<file path="src/rtl/kbio_pkg.sv">
package kbio_pkg;
  // word offsets of the three registers
  localparam int unsigned OFS_RXD  = 0;
  localparam int unsigned OFS_TXD  = 1;
  localparam int unsigned OFS_STAT = 2;
  // status bit positions
  localparam int unsigned BIT_TXRDY = 0;
  localparam int unsigned BIT_RXRDY = 1;
  localparam int unsigned BIT_IEN   = 6;

  // decoded one-cycle register accesses
  typedef struct packed {
    logic rd_rxd;
    logic wr_txd;
    logic wr_stat;
  } kbio_acc_t;
endpackage

</file>
<file path="src/rtl/kbio_decode.sv">
module kbio_decode
  import kbio_pkg::*;
#(
  parameter int unsigned ADDR_W = 2
) (
  input  logic [ADDR_W-1:0] addr,
  input  logic              rd,
  input  logic              wr,
  output kbio_acc_t         acc
);
  localparam logic [ADDR_W-1:0] A_RXD  = ADDR_W'(OFS_RXD);
  localparam logic [ADDR_W-1:0] A_TXD  = ADDR_W'(OFS_TXD);
  localparam logic [ADDR_W-1:0] A_STAT = ADDR_W'(OFS_STAT);

  always_comb begin
    acc         = '0;
    acc.rd_rxd  = rd && (addr == A_RXD);
    acc.wr_txd  = wr && (addr == A_TXD);
    acc.wr_stat = wr && (addr == A_STAT);
  end
endmodule

</file>
<file path="src/rtl/kbio_rx.sv">
module kbio_rx #(
  parameter int unsigned CHAR_W = 8
) (
  input  logic              clk,
  input  logic              rst_n,
  input  logic              stb,
  input  logic [CHAR_W-1:0] char_in,
  input  logic              rd_clr,
  output logic [CHAR_W-1:0] data_q,
  output logic              rdy_q
);
  logic rdy_d;
  logic load_en;

  // a new strobe outranks the clear from a read in the same cycle
  always_comb begin
    load_en = stb;
    rdy_d   = rdy_q;
    if (stb)         rdy_d = 1'b1;
    else if (rd_clr) rdy_d = 1'b0;
  end

  always_ff @(posedge clk or negedge rst_n) begin
    if (!rst_n) begin
      rdy_q  <= 1'b0;
      data_q <= '0;
    end else begin
      rdy_q <= rdy_d;
      if (load_en) data_q <= char_in;
    end
  end
endmodule

</file>
<file path="src/rtl/kbio_tx.sv">
module kbio_tx #(
  parameter int unsigned CHAR_W = 8
) (
  input  logic              clk,
  input  logic              rst_n,
  input  logic              wr,
  input  logic [CHAR_W-1:0] char_in,
  input  logic              ack,
  output logic [CHAR_W-1:0] data_q,
  output logic              rdy_q
);
  logic rdy_d;
  logic load_en;

  // a pending write outranks an acknowledge in the same cycle
  always_comb begin
    load_en = wr;
    rdy_d   = rdy_q;
    if (wr)       rdy_d = 1'b0;
    else if (ack) rdy_d = 1'b1;
  end

  always_ff @(posedge clk or negedge rst_n) begin
    if (!rst_n) begin
      rdy_q  <= 1'b1;
      data_q <= '0;
    end else begin
      rdy_q <= rdy_d;
      if (load_en) data_q <= char_in;
    end
  end
endmodule

</file>
<file path="src/rtl/kbio_ctl.sv">
module kbio_ctl (
  input  logic clk,
  input  logic rst_n,
  input  logic wr_stat,
  input  logic ien_bit,
  input  logic rx_rdy,
  output logic ien_q,
  output logic irq
);
  logic ien_d;

  always_comb begin
    ien_d = ien_q;
    if (wr_stat) ien_d = ien_bit;
  end

  always_ff @(posedge clk or negedge rst_n) begin
    if (!rst_n) ien_q <= 1'b0;
    else        ien_q <= ien_d;
  end

  assign irq = ien_q & rx_rdy;
endmodule

</file>
<file path="src/rtl/kbio_rdmux.sv">
module kbio_rdmux
  import kbio_pkg::*;
#(
  parameter int unsigned DATA_W = 32,
  parameter int unsigned CHAR_W = 8,
  parameter int unsigned ADDR_W = 2
) (
  input  logic              rd,
  input  logic [ADDR_W-1:0] addr,
  input  logic [CHAR_W-1:0] rxd,
  input  logic [CHAR_W-1:0] txd,
  input  logic              rx_rdy,
  input  logic              tx_rdy,
  input  logic              ien,
  output logic [DATA_W-1:0] rdata
);
  localparam int unsigned PAD_W = DATA_W - CHAR_W;

  logic [DATA_W-1:0] rxd_ext;
  logic [DATA_W-1:0] txd_ext;
  logic [DATA_W-1:0] stat_w;

  generate
    if (PAD_W > 0) begin : g_pad
      assign rxd_ext = {{PAD_W{1'b0}}, rxd};
      assign txd_ext = {{PAD_W{1'b0}}, txd};
    end else begin : g_nopad
      assign rxd_ext = rxd;
      assign txd_ext = txd;
    end
  endgenerate

  always_comb begin
    stat_w            = '0;
    stat_w[BIT_TXRDY] = tx_rdy;
    stat_w[BIT_RXRDY] = rx_rdy;
    stat_w[BIT_IEN]   = ien;
  end

  always_comb begin
    rdata = '0;
    if (rd) begin
      if      (addr == ADDR_W'(OFS_RXD))  rdata = rxd_ext;
      else if (addr == ADDR_W'(OFS_TXD))  rdata = txd_ext;
      else if (addr == ADDR_W'(OFS_STAT)) rdata = stat_w;
    end
  end
endmodule

</file>
<file path="src/rtl/kbio_port.sv">
module kbio_port
  import kbio_pkg::*;
#(
  parameter int unsigned DATA_W = 32,
  parameter int unsigned CHAR_W = 8,
  parameter int unsigned ADDR_W = 2
) (
  input  logic              clk,
  input  logic              rst_n,
  input  logic [ADDR_W-1:0] bus_addr,
  input  logic              bus_rd,
  input  logic              bus_wr,
  input  logic [DATA_W-1:0] bus_wdata,
  output logic [DATA_W-1:0] bus_rdata,
  input  logic              key_stb,
  input  logic [CHAR_W-1:0] key_char,
  input  logic              disp_ack,
  output logic [CHAR_W-1:0] disp_char,
  output logic              irq
);
  logic [1:0]        rst_sync_q;
  logic              run_n;
  kbio_acc_t         acc;
  logic [CHAR_W-1:0] rxd_q;
  logic [CHAR_W-1:0] txd_q;
  logic              rx_rdy_q;
  logic              tx_rdy_q;
  logic              ien_q;

  // reset asserts at once and is released on the clock
  always_ff @(posedge clk or negedge rst_n) begin
    if (!rst_n) rst_sync_q <= 2'b00;
    else        rst_sync_q <= {rst_sync_q[0], 1'b1};
  end
  assign run_n = rst_sync_q[1];

  kbio_decode #(.ADDR_W(ADDR_W)) u_dec (
    .addr (bus_addr),
    .rd   (bus_rd),
    .wr   (bus_wr),
    .acc  (acc)
  );

  kbio_rx #(.CHAR_W(CHAR_W)) u_rx (
    .clk     (clk),
    .rst_n   (run_n),
    .stb     (key_stb),
    .char_in (key_char),
    .rd_clr  (acc.rd_rxd),
    .data_q  (rxd_q),
    .rdy_q   (rx_rdy_q)
  );

  kbio_tx #(.CHAR_W(CHAR_W)) u_tx (
    .clk     (clk),
    .rst_n   (run_n),
    .wr      (acc.wr_txd),
    .char_in (bus_wdata[CHAR_W-1:0]),
    .ack     (disp_ack),
    .data_q  (txd_q),
    .rdy_q   (tx_rdy_q)
  );

  kbio_ctl u_ctl (
    .clk     (clk),
    .rst_n   (run_n),
    .wr_stat (acc.wr_stat),
    .ien_bit (bus_wdata[BIT_IEN]),
    .rx_rdy  (rx_rdy_q),
    .ien_q   (ien_q),
    .irq     (irq)
  );

  kbio_rdmux #(.DATA_W(DATA_W), .CHAR_W(CHAR_W), .ADDR_W(ADDR_W)) u_rmux (
    .rd     (bus_rd),
    .addr   (bus_addr),
    .rxd    (rxd_q),
    .txd    (txd_q),
    .rx_rdy (rx_rdy_q),
    .tx_rdy (tx_rdy_q),
    .ien    (ien_q),
    .rdata  (bus_rdata)
  );

  assign disp_char = txd_q;
endmodule

</file>
<file path="config.mk">
export PLATFORM = sky130hd
export DESIGN_NAME = kbio_port
export DESIGN_NICKNAME = d
export VERILOG_FILES = /design/src/rtl/kbio_pkg.sv /design/src/rtl/kbio_decode.sv /design/src/rtl/kbio_rx.sv /design/src/rtl/kbio_tx.sv /design/src/rtl/kbio_ctl.sv /design/src/rtl/kbio_rdmux.sv /design/src/rtl/kbio_port.sv
export SDC_FILE = /design/constraint.sdc
export NUM_CORES = 1
export LEC_CHECK = 0
export ABC_AREA = 1
export BUFFER_PORTS_ARGS = -buffer_cell sky130_fd_sc_hd__buf_2
export CAP_MARGIN = 10
export CORE_ASPECT_RATIO = 1.1
export CORE_MARGIN = 4
export CORE_UTILIZATION = 39
export DETAILED_ROUTE_END_ITERATION = 12
export GPL_TIMING_DRIVEN = 0
export PLACE_DENSITY = 0.79
export SLEW_MARGIN = 20
export SYNTH_ARGS = -nofsm -noshare
export SYNTH_HDL_FRONTEND = slang
export SYNTH_SLANG_ARGS = --single-unit
</file>
<file path="constraint.sdc">
create_clock -name clk -period 1 [get_ports clk]
set_input_delay 0.2 -clock clk [delete_from_list [all_inputs] [get_ports clk]]
set_output_delay 0.2 -clock clk [all_outputs]
set_load 0.02 [all_outputs]
</file>
; Word-level counts from Yosys, hierarchy flattened
; Cells that the tools add are included.
[totals]
register_bits = 21
latch_bits = 0
ram_bits = 0
romBits = 0
in_bits = 48
wordCells = 23
n_memories = 0
[classes]
n_addsub = 0
mul = 0
div = 0
magnitude_cmp = 0
eq_ne = 2
shift = 0
n_mux = 8
bitwise = 1
n_reduce_logical = 6
[ops]
columns = cell, n
row1 = 2-to-1 mux 32 bit, 3
row2 = 2-to-1 mux 7 bit, 1
row3 = 2-to-1 mux 1 bit, 4
row4 = nonzero test 2 bit, 2
row5 = logical AND 1 bit, 3
row6 = "== test 2 x 1 -> 1 bit, second input constant", 1
row7 = "== test 2 bit, second input constant", 1
row8 = logical NOT 2 bit, 1
row9 = bitwise AND 1 bit, 1

; Depth between registers and ports, before layout
[logic_depth]
ltp_word = 5
depth_mapped = 5

; Modules after synthesis
; A second synthesis with hierarchy kept.
[unflattened]
hier_cells = 155
area_unflattened_um2 = 1157.4
[modules_own_cells]
columns = mod, instances, cells_each, area_each_um2, seq_area_each_um2
row1 = kbio_rdmux, 1, 63, 349.1, 0.0
row2 = kbio_rx, 1, 38, 341.6, 225.2
row3 = kbio_tx, 1, 37, 339.1, 226.5
row4 = kbio_port, 1, 3, 53.8, 50.0
row5 = kbio_ctl, 1, 7, 47.5, 25.0
row6 = kbio_decode, 1, 7, 26.3, 0.0

; Least setup slack after synthesis
; No wires, ideal clock.
[synth_path]
path_kind = in2out
startpoint = input port bus_addr[1]
endpoint = output port bus_rdata[2]
arrival_ns = 1.006
required_time_ns = 0.800
slack_ns = -0.206
path_stages = 3
cell_sequence = nor2_1 nand2_1 o21ai_0
[synth_between]
elab_chain_cells = 4
word_cells_on_any_way = 5
classes_between = 1 x eq/ne / 3 x mux / 1 x reduce/logical
[synth_rtl]
columns = item, line_no
row1 = "start, declared", kbio_port.sv:10  ; input logic [ADDR_W-1:0] bus_addr,
row2 = == test 2 x 1 -> 1 bit, kbio_rdmux.sv:44  ; else if (addr == ADDR_W'(OFS_TXD)) rdata = txd_ext;
row3 = 2-to-1 mux 32 bit, kbio_rdmux.sv:44
row4 = 2-to-1 mux 32 bit (*), kbio_rdmux.sv:43  ; if (addr == ADDR_W'(OFS_RXD)) rdata = rxd_ext;
row5 = 2-to-1 mux 32 bit (*), kbio_rdmux.sv:42  ; if (rd) begin
row6 = "end, declared", kbio_port.sv:14  ; output logic [DATA_W-1:0] bus_rdata,
; Mark *: on every way between the ends. The rest lies on a longest branch, timed or not.

; Worst setup path in the final report
[layout_path]
startpoint = register u_tx.rdy_q
endpoint = output port bus_rdata[0]
[layout_between]
elab_chain_cells = 4
[layout_rtl]
columns = item, line_no
row1 = "start, declared", kbio_tx.sv:10  ; output logic rdy_q
row2 = "start signal, assigned", kbio_tx.sv:28  ; rdy_q <= rdy_d;
row3 = 2-to-1 mux 7 bit, kbio_rdmux.sv:45  ; else if (addr == ADDR_W'(OFS_STAT)) rdata = stat_w;
row4 = 2-to-1 mux 32 bit, kbio_rdmux.sv:44
row5 = 2-to-1 mux 32 bit, kbio_rdmux.sv:43
row6 = 2-to-1 mux 32 bit, kbio_rdmux.sv:42
; Every way passes these cells.

==> results by group <==
Worst setup path
  – Data required, critical path: ~0.8 ns
  – CP arrival: 1.19 ns
  – CP Launch Type: flip-flop
  – Worst Setup Path Type: reg2out
  – Critical Path Fanout Max: 2
  – R2r endpoint: u_tx.data_q[6]
  – Reg2Reg Depth: 4
  – Register-to-Register Setup Slack: roughly 0.12 ns
  – Crit path capture type: output pin
  – RR Startpoint: u_tx.data_q[6]

Placement
  – Routability cong.: just over 0.7
  – Placed cell area: between 1000 and 1500 um^2
  – HPWL Detailed: a little under 2 mm
  – Dpl cells: approximately 240
  – Setup WS pre-CTS: -0.316 ns
  – Number of buffers added on ports: 38

CTS
  – H-tree depth: 1
  – CTS tree: yes
  – Clock transition at path regs: about 0.11 ns
  – Clock Tree Buf Depth: 2
  – Clk_lat worst skew: 0.29 ns
  – Clock Tree Root: clkbuf_4
  – TritonCTS buffer count: 3
  – Num Clock Sinks: 21

Floorplan
  – # rows: 20
  – Die ar.: 3840 um^2
  – # IOs: 89
  – Starting density of the core: 0.409
  – Die Wd: between 50 and 60 um
  – Core Box Area: about 2800 um^2
  – Die height: 64.6 um

STA
  – Final worst setup slack: -0.395 ns
  – WHS: ~0.1 ns
  – Final hold violation count: 0
  – Max-slew headroom: 0.498
  – Crit share post-route: 1.39
  – Final min period: ~1.4 ns
  – Worst Max-Slew Pin Slew: ~0.75 ns
  – Final setup fails: 17
  – Clock skew: 0.000856 ns
  – RSZ-0062 raised after global routing: true
  – FMAX: between 0.7 and 0.8 GHz
  – Slew Viols, Final: 0

Finish
  – Antenna cells: 0
  – Layout cells sized above 1: 0.402
  – Fill cells: roughly 280
  – Cell area after layout: between 1500 and 2000 um^2
  – Synth-to-Final Area Change: 42.2%
  – Finished Layout Cells: ~250
  – Nets: around 260
  – Multi-input combinational cell area: 462 um^2
  – Register area: 528 um^2

Routing
  – DR vias: 1038
  – Routed WL: 2.63 mm
  – Drt drc: 0
  – WL per Instance: about 11 um
  – DRT Pass-1 Iters: 4
  – Initial drt markers: 22
  – Vias per std cell: between 4 and 5
  – DRT antenna net count: 0

Hold path
  – Hold path cells: 3
  – Hold_sp: key_char[6]
  – WHS Endpoint: u_rx.data_q[6]
  – Min-Delay Path Class: in2reg

Run status
  – Status: finished with violations
  – Violated checks: setup timing

Flow run
  – Max_cap viols: 0

Global route
  – Grt total ovfl: 0
  – First-pass GRT wire length: approximately 4.1 mm
  – Largest net degree at the start of global routing: 20
  – Vias in the first global route: just under 1000
  – Initial antenna violation count: 0
  – Total GRT Usage: 0.136

Synth
  – Post-Syn Area: about 1100 um^2
  – Synth unique cells: 15
  – Synth top area share: 0.441
  – Area leader, netlist: dfrtp_1
  – Post-synthesis sequential area ratio: 0.464
  – Synth Area per Inst: 7.94 um^2
  – Yosys warning count: 0
  – Synth area leaders: dfrtp_1 44%, buf_4 17%, nand2_1 14%
  – Post-synthesis instance total: around 140
  – Register bit count reported by yosys: 21

Power and ir drop
  – Max VDD drop: ~960 uV
  – Static leakage: ~0.96 nW
  – Final Power: about 2.1 mW
  – Pwr Density: roughly 1300 nW/um^2
[sequential cells by signal, indices dropped and copies added, names as in the netlist]
| name | flops |
|---|---|
| u_rx.data_q | 8 |
| u_rx.rdy_q | 1 |
| rst_sync_q | 2 |
| u_ctl.ien_q | 1 |
| u_tx.data_q | 8 |
| u_tx.rdy_q | 1 |
[critical path, cell delays in order (launching register included)]
cell and delay (ns):
dfstp_2 0.55, nand3_2 0.08, nand3_2 0.07, nand2_2 0.05, inv_2 0.05, buf_6 0.10
[placed cells by master (no fill, tap or decap)]
| cell | instances |
|---|---|
| clkinv_2 | 1 |
| nand2_2 | 4 |
| buf_6 | 12 |
| clkbuf_1 | 1 |
| o21ai_0 | 7 |
| dlygate4sd3_1 | 1 |
| nand3_2 | 2 |
| nor2_4 | 1 |
| inv_2 | 3 |
| nand2_1 | 38 |
| clkbuf_4 | 3 |
| dfrtp_1 | 19 |
| inv_1 | 10 |
| nand3_1 | 20 |
| buf_2 | 31 |
| conb_1 | 25 |
| nor2_1 | 1 |
| buf_4 | 27 |
| dfstp_2 | 1 |
| o21ai_1 | 6 |
| dfrtp_2 | 1 |
[final cells by class]
cell class                 count  area share
buffer                        28       0.127
clock buffer                   3      0.0140
clock inverter                 1     0.00310
inverter                      13      0.0302
multi-input combinational    104       0.286
sequential                    21       0.327
tap                           33      0.0256
timing repair buffer          44       0.187
[metrics by stage]
stage                util  TNS (ns)
floorplan               -    -0.374
global placement    0.523     -1.93
detailed placement  0.523     -2.04
CTS                 0.565     -3.58
global route        0.581     -4.58
finish              0.581     -3.62
[cells in the mapped netlist]
library cell  count
o21ai_0          12
buf_2             2
buf_4            25
dfstp_2           1
nand2_1          41
nor2_1            1
nand2_2           1
dfrtp_1          20
o21ai_1           1
inv_2             1
nor2_4            1
nand3_1          22
inv_1            12
clkbuf_1          1
conb_1            2
[routing by layer]
metal	vias to the layer above	routed length, um	global-route usage
met5	-	0	0
met4	0	55	0.0765
met3	6	216	0.0239
met2	39	1400	0.223
met1	451	960	0.165
li1	542	-	-
[logic make-up (layout without fill, tap and decap cells)]
kind of cell | count (synthesis) | count (layout) | share of synthesized area
other | 2 | 25 | 0.00662
buffers and inverters | 41 | 89 | 0.220
flip-flops | 21 | 21 | 0.464
AND/OR/NAND/NOR | 66 | 66 | 0.251
AO/OA/AOI/OAI | 13 | 13 | 0.0573
[timing repair]
item,CTS,global route
setup endpoints to repair,17,17
setup buffers,4,3
gates resized for setup,14,15
pin swaps,3,1
endpoints found under the hold margin,2,0
hold buffers,1,0
[how the worst max path moves through the flow]
stage	startpoint	to	slack [ns]	depth (start not counted)
2_1_floorplan	bus_addr[1]	bus_rdata[2]	-0.07	3
3_3_place_gp	bus_addr[1]	bus_rdata[4]	-0.31	5
3_5_place_dp	bus_addr[1]	bus_rdata[4]	-0.32	5
4_1_cts	u_tx.rdy_q	bus_rdata[0]	-0.41	5
5_1_grt	u_tx.rdy_q	bus_rdata[0]	-0.44	5
6_report	u_tx.rdy_q	bus_rdata[0]	-0.39	5
[where the power goes]
group          total (mW)  switching, mW  internal [mW]  leakage [nW]
Combinational       0.711          0.385          0.325         0.686
Clock               0.394          0.245          0.149        0.0177
Sequential           1.03         0.0810          0.948         0.252
Total                2.13          0.711           1.42         0.956
Note: power is estimated with default switching activity, not from simulation.
